[src/rtl/ixb_pkg.sv]
package ixb_pkg;

    // Access-map selector values (field decoded by downstream logic)
    typedef enum logic [1:0] {
        MAP_BUF   = 2'd0,
        MAP_PIO   = 2'd1,
        MAP_PLANE = 2'd2,
        MAP_RAW   = 2'd3
    } map_e;

    // Raw device-cycle kinds
    typedef enum logic [1:0] {
        CYC_CMD  = 2'd0,
        CYC_ADR  = 2'd1,
        CYC_DAT  = 2'd2,
        CYC_NONE = 2'd3
    } cyc_e;

    // Host register hit classification
    typedef enum logic [1:0] {
        HIT_CTRL  = 2'd0,
        HIT_DATA  = 2'd1,
        HIT_OTHER = 2'd2
    } hit_e;

    // Access sequencer states
    typedef enum logic [2:0] {
        ST_IDLE  = 3'd0,
        ST_WPUT  = 3'd1,
        ST_RGET  = 3'd2,
        ST_RWAIT = 3'd3,
        ST_RESP  = 3'd4
    } seq_e;

    function automatic hit_e classify(input logic is_ctrl, input logic is_data);
        if (is_ctrl)      return HIT_CTRL;
        else if (is_data) return HIT_DATA;
        else              return HIT_OTHER;
    endfunction

endpackage

[src/rtl/ixb_addr_latch.sv]
module ixb_addr_latch #(
    parameter int IADDR_W = 28
) (
    input  logic               clk,
    input  logic               rst,
    input  logic               wen,
    input  logic [IADDR_W-1:0] wval,
    output logic [IADDR_W-1:0] q
);

    always_ff @(posedge clk) begin
        if (rst)      q <= '0;
        else if (wen) q <= wval;
    end


    latch_hold_chk: assert property (@(posedge clk) disable iff (rst)
        !wen |=> $stable(q));

endmodule

[src/rtl/ixb_field_split.sv]
module ixb_field_split
    import ixb_pkg::*;
#(
    parameter int IADDR_W = 28
) (
    input  logic [IADDR_W-1:0] addr,
    output logic [1:0]         map_sel,
    output logic [1:0]         bank,
    output logic [IADDR_W-5:0] low_field,
    output logic [1:0]         cyc_kind,
    output logic               cyc_vld
);

    localparam int MAP_LO  = IADDR_W - 2;
    localparam int BANK_LO = IADDR_W - 4;

    map_e map_v;
    cyc_e cyc_v;

    always_comb begin
        map_v     = map_e'(addr[MAP_LO +: 2]);
        bank      = addr[BANK_LO +: 2];
        low_field = addr[BANK_LO-1:0];
        if (map_v == MAP_RAW && cyc_e'(addr[1:0]) != CYC_NONE) begin
            cyc_v   = cyc_e'(addr[1:0]);
            cyc_vld = 1'b1;
        end else begin
            cyc_v   = CYC_NONE;
            cyc_vld = 1'b0;
        end
        map_sel  = map_v;
        cyc_kind = cyc_v;
    end

endmodule

[src/rtl/ixb_access_seq.sv]
module ixb_access_seq
    import ixb_pkg::*;
#(
    parameter int IADDR_W = 28,
    parameter int DATA_W  = 32
) (
    input  logic               clk,
    input  logic               rst,
    input  logic               host_sel,
    input  logic               host_wr,
    input  hit_e               hit,
    input  logic [DATA_W-1:0]  host_wdata,
    input  logic [IADDR_W-1:0] lat_addr,
    input  logic               int_ack,
    input  logic               int_rvalid,
    input  logic [DATA_W-1:0]  int_rdata,
    output logic               ctrl_wen,
    output logic               host_ready,
    output logic [DATA_W-1:0]  host_rdata,
    output logic               int_req,
    output logic               int_we,
    output logic [DATA_W-1:0]  int_wdata
);

    localparam int PAD_W = DATA_W - IADDR_W;

    seq_e              st, nxt;
    logic [DATA_W-1:0] rdata_q;
    logic [DATA_W-1:0] wdata_q;
    logic              accept;

    assign accept = (st == ST_IDLE) && host_sel;

    always_comb begin
        nxt      = st;
        ctrl_wen = 1'b0;
        case (st)
            ST_IDLE: if (host_sel) begin
                case (hit)
                    HIT_CTRL: begin
                        nxt      = ST_RESP;
                        ctrl_wen = host_wr;
                    end
                    HIT_DATA: nxt = host_wr ? ST_WPUT : ST_RGET;
                    default:  nxt = ST_RESP;
                endcase
            end
            ST_WPUT:  if (int_ack)    nxt = ST_RESP;
            ST_RGET:  if (int_ack)    nxt = ST_RWAIT;
            ST_RWAIT: if (int_rvalid) nxt = ST_RESP;
            ST_RESP:  nxt = ST_IDLE;
            default:  nxt = ST_IDLE;
        endcase
    end

    always_ff @(posedge clk) begin
        if (rst) begin
            st      <= ST_IDLE;
            rdata_q <= '0;
            wdata_q <= '0;
        end else begin
            st <= nxt;
            if (accept) begin
                wdata_q <= host_wdata;
                if (hit == HIT_CTRL && !host_wr) rdata_q <= {{PAD_W{1'b0}}, lat_addr};
                else                             rdata_q <= '0;
            end else if (st == ST_RWAIT && int_rvalid) begin
                rdata_q <= int_rdata;
            end
        end
    end

    assign int_req    = (st == ST_WPUT) || (st == ST_RGET);
    assign int_we     = (st == ST_WPUT);
    assign int_wdata  = wdata_q;
    assign host_ready = (st == ST_RESP);
    assign host_rdata = host_ready ? rdata_q : '0;


    ready_pulse_chk: assert property (@(posedge clk) disable iff (rst)
        host_ready |=> !host_ready);


    req_hold_chk: assert property (@(posedge clk) disable iff (rst)
        (int_req && !int_ack) |=> (int_req && $stable(int_we) && $stable(int_wdata)));


    read_stall_chk: assert property (@(posedge clk) disable iff (rst)
        (int_req && !int_we && int_ack) |=> !host_ready);

endmodule

[src/rtl/ixb_bridge.sv]
module ixb_bridge
    import ixb_pkg::*;
#(
    parameter int IADDR_W  = 28,
    parameter int DATA_W   = 32,
    parameter int HOST_AW  = 8,
    parameter int CTRL_OFS = 'h00,
    parameter int DATA_OFS = 'h10
) (
    input  logic               clk,
    input  logic               rst,
    input  logic               host_sel,
    input  logic               host_wr,
    input  logic [HOST_AW-1:0] host_addr,
    input  logic [DATA_W-1:0]  host_wdata,
    output logic [DATA_W-1:0]  host_rdata,
    output logic               host_ready,
    output logic               int_req,
    output logic               int_we,
    output logic [IADDR_W-1:0] int_addr,
    output logic [DATA_W-1:0]  int_wdata,
    input  logic               int_ack,
    input  logic               int_rvalid,
    input  logic [DATA_W-1:0]  int_rdata,
    output logic [1:0]         map_sel,
    output logic [1:0]         bank,
    output logic [IADDR_W-5:0] low_field,
    output logic [1:0]         cyc_kind,
    output logic               cyc_vld
);

    localparam logic [HOST_AW-1:0] CTRL_A = HOST_AW'(CTRL_OFS);
    localparam logic [HOST_AW-1:0] DATA_A = HOST_AW'(DATA_OFS);

    hit_e               hit;
    logic               ctrl_wen;
    logic [IADDR_W-1:0] lat_addr;

    assign hit = classify(host_addr == CTRL_A, host_addr == DATA_A);

    ixb_addr_latch #(.IADDR_W(IADDR_W)) u_latch (
        .clk  (clk),
        .rst  (rst),
        .wen  (ctrl_wen),
        .wval (host_wdata[IADDR_W-1:0]),
        .q    (lat_addr)
    );

    ixb_field_split #(.IADDR_W(IADDR_W)) u_split (
        .addr      (lat_addr),
        .map_sel   (map_sel),
        .bank      (bank),
        .low_field (low_field),
        .cyc_kind  (cyc_kind),
        .cyc_vld   (cyc_vld)
    );

    ixb_access_seq #(.IADDR_W(IADDR_W), .DATA_W(DATA_W)) u_seq (
        .clk        (clk),
        .rst        (rst),
        .host_sel   (host_sel),
        .host_wr    (host_wr),
        .hit        (hit),
        .host_wdata (host_wdata),
        .lat_addr   (lat_addr),
        .int_ack    (int_ack),
        .int_rvalid (int_rvalid),
        .int_rdata  (int_rdata),
        .ctrl_wen   (ctrl_wen),
        .host_ready (host_ready),
        .host_rdata (host_rdata),
        .int_req    (int_req),
        .int_we     (int_we),
        .int_wdata  (int_wdata)
    );

    assign int_addr = lat_addr;


    addr_hold_chk: assert property (@(posedge clk) disable iff (rst)
        (int_req && !int_ack) |=> $stable(int_addr));


    reset_idle_chk: assert property (@(posedge clk) disable iff (rst)
        $past(rst) |-> (!int_req && !host_ready && int_addr == '0));


    cyc_map_chk: assert property (@(posedge clk) disable iff (rst)
        cyc_vld |-> (map_sel == 2'd3 && cyc_kind != 2'd3));


    other_noreq_chk: assert property (@(posedge clk) disable iff (rst)
        (host_sel && !host_ready && !int_req && host_addr != CTRL_A && host_addr != DATA_A)
        |=> (!int_req && $stable(int_addr)));

endmodule

[config.mk]
export PLATFORM = sky130hd
export DESIGN_NAME = ixb_bridge
export DESIGN_NICKNAME = d
export VERILOG_FILES = /design/src/rtl/ixb_pkg.sv /design/src/rtl/ixb_addr_latch.sv /design/src/rtl/ixb_field_split.sv /design/src/rtl/ixb_access_seq.sv /design/src/rtl/ixb_bridge.sv
export SDC_FILE = /design/constraint.sdc
export NUM_CORES = 1
export LEC_CHECK = 0
export ABC_AREA = 1
export ABC_CLOCK_PERIOD_IN_PS = 1320
export BUFFER_PORTS_ARGS = -buffer_cell sky130_fd_sc_hd__buf_2
export CORE_AREA = 2 2 92 129
export CTS_CLUSTER_DIAMETER = 200
export CTS_CLUSTER_SIZE = 24
export DETAILED_ROUTE_END_ITERATION = 10
export DIE_AREA = 0 0 94 131
export PLACE_DENSITY_LB_ADDON = 0.15
export SLEW_MARGIN = 25
export SYNTH_ARGS = -nofsm -noshare
export SYNTH_HDL_FRONTEND = slang
export SYNTH_SLANG_ARGS = --single-unit
[constraint.sdc]
create_clock -name clk -period 1.32 [get_ports clk]
set_input_delay 0.066 -clock clk [delete_from_list [all_inputs] [get_ports clk]]
set_output_delay 0.066 -clock clk [all_outputs]
set_load 0.005 [all_outputs]
==> out/qor.csv <==
metric;value;unit
commonest non-fill, non-tap cells in the layout;204 x buf_2, 177 x nor2_1, 88 x dfxtp_1, 86 x nand2_1, 85 x inv_1;
1st-iter DRT viols;262;
worst-path cell chain;nor2_4 -> buf_6 -> nand2_8 -> nor2_4 -> buf_6 -> clkbuf_16 -> o21ai_2 -> nor2_1;
Synth warnings;0;
RSZ-0062 raised after global routing;true;
commonest non-fill, non-tap cell in the layout;buf_2;
family with the most delay on the worst path;simple AND/OR/NAND/NOR gates;
first-pass GRT wire length;21.9;mm
I/O pin count;204;
vias in the first global route;4616;
Sequential Area;1920;sq um
met2 GRT Util;0.371;
critical path arrival;1740;ps
clock sinks;95;
Max Cap Viol;0;
num rows;46;
internal power;7510;uW
period utilization;1.11;
Die ar.;12300;sq um
Psw;4450;uW
CP bufs+invs;3;
hold path start;rst;
CP startpoint kind;flip-flop;
Setup WS pre-CTS;-30.2;ps
Max IR drop VDD;1010;uV
initial antenna violation count;0;
GRT Overall Usage;0.223;
leakage power total;0.00381;uW
WL/cell;14.1;um
Syn-to-layout area delta;49.4;%
Antenna Violating Nets Remaining;0;
largest area contributor in the netlist;dfxtp_1;
Design Area, Final;7050;sq um
max incr delay on CP;340;ps
Worst Path Required;1600;ps
H-tree depth;3;
Mean Syn Cell Area;6.45;sq um
Flop pwr share;0.327;
Hold Crit Class;in2reg;
antenna cells;0;
via-per-instance ratio;4.63;
clock transition at the registers of the reported paths;70;ps
DR pass1 iterations;4;
Initial Util;0.420;
r2r startpoint;u_seq.st[1]$_SDFFE_PP0P_;
Synth Cell Area;4720;sq um
clock group share of total power;0.225;
Worst-Margin Slew;323;ps
Hold Slack;21.6;ps
logic gate share of total power;0.448;
fin crit period;1460;ps
Slew Limit Fails;0;
CTS tree;done;
sw frac;0.372;
Seq/Total Area, Yosys;0.403;
Total Power;12000;uW
crit path max fanout;7;
Max clock buf depth;2;
pin count of the biggest net entering global routing;64;
Worst slew margin;0.785;
Die X;94;um
slowest CP cell;dfxtp_2;
worst skew pair latency;340;ps
Worst Setup SP;u_seq.st[1]$_SDFFE_PP0P_;
share of the synthesized area in the top cell type;0.403;
drt total wl;15.6;mm
drt drc;0;
flops & latches, synth;95;
Inserted Clock Buffers;9;
Syn Nets;810;
GRT busiest layer;met2;
global route overflow;0;
max frequency;683;MHz
met3 Resource Use GR;0.0367;
final setup margin;-144;ps
NumNets Final;1034;
Fin. Hold Viols;0;
met1 GRT Util;0.291;
fill cell count;1041;
library cells used by synthesis;22;
vias;5118;
CP endpoint kind;flip-flop;
CTS root buffer;clkbuf_16;
Core Util, Final;0.628;
Vert. Die Dim;131;um
post-placement cell area;5710;sq um
failing checks;setup timing;
endpoints failing setup;125;
multi-input logic area;2280;sq um
Pwr Density;1700;nW/um^2
final worst clock skew;4.60;ps
status;complete, but fails checks;
core area;11200;sq um
share of layout cells above drive strength 1;0.377;
Syn Inst Count;732;
Detail Placement HPWL;9.50;mm
Port Buf Inserts;203;
top cells by area, synth;dfxtp_1 40%, nor2_1 16%, nand2_1 9.1%;
crit path kind;reg2reg;
RePlAce Congestion;0.864;
-- worst paths after layout --
kind / endpoint / cells after the start / slack, ps
max: u_seq.int_wdata[28]$_SDFFE_PP0P_ / 8 / -140
min: u_seq.st[2]$_SDFFE_PP0P_ / 2 / 20
max reg2reg: u_seq.int_wdata[28]$_SDFFE_PP0P_ / 8 / -140
min reg2reg: u_seq.rdata_q[31]$_SDFFE_PP0P_ / 2 / 460
-- what timing repair did --
| action | 4_1_cts | 5_1_grt |
|---|---|---|
| hold buffers | 36 | 0 |
| gates cloned | 1 | 10 |
| hold endpoints to repair | 61 | 0 |
| pin swaps | 1 | 20 |
| resized for setup | 16 | 122 |
| setup endpoints to repair | 71 | 129 |
| buffers inserted | 5 | 11 |
-- through the flow --
stage,TNS (ps),std cells
after CTS,-3210,1085
after global routing,-17240,1105
after global placement,0,1027
final,-10150,1105
after floorplan,0,732
after detailed placement,-546,1027
-- per-layer routing --
| metal | wire (um) | part of all wire |
|---|---|---|
| met5 | 0 | 0 |
| met3 | 872 | 0.056 |
| met2 | 7640 | 0.49 |
| met1 | 6730 | 0.43 |
| met4 | 340 | 0.022 |
-- cell families (layout without fill, tap and decap cells) --
| group | after synthesis | in the layout | synth area share |
|---|---|---|---|
| buffers and inverters | 172 | 401 | 0.172 |
| DFF | 95 | 95 | 0.403 |
| AOI/OAI and AO/OA | 39 | 39 | 0.0424 |
| and+or+nand+nor | 426 | 426 | 0.382 |
-- power groups by stage --
| stage | Combinational (uW) | Sequential [uW] | Clock [uW] |
|---|---|---|---|
| detailed placement | 3900 | 3910 | 0 |
| global placement | 3820 | 3880 | 0 |
| finish | 5360 | 3910 | 2690 |
| floorplan | 2440 | 3930 | 0 |
| global route | 5900 | 3990 | 2870 |
| CTS | 4180 | 3860 | 2730 |
-- layout make-up --
class,instances,area share
multi-input cells,465,0.323
well taps,144,0.0256
clock buffers,10,0.0339
flip-flops and latches,95,0.272
clock inverters,6,0.00977
inverters,102,0.0554
repair buffers,283,0.281
-- synthesized netlist by cell type, drive strengths merged --
cell type  count
a21oi          4
inv          102
dfxtp         95
nand2        116
clkbuf        12
nand3b         1
a211oi         1
o211ai         1
buf           58
nand3         84
o21ai         33
nor2         201
or2           24
-- sequential cells by signal (all words and copies together) (netlist names) --
| register | cells |
|---|---|
| u_seq.rdata_q | 32 |
| u_latch.q | 28 |
| u_seq.int_wdata | 32 |
| u_seq.st | 3 |
Note: power is estimated with default switching activity, not from simulation.
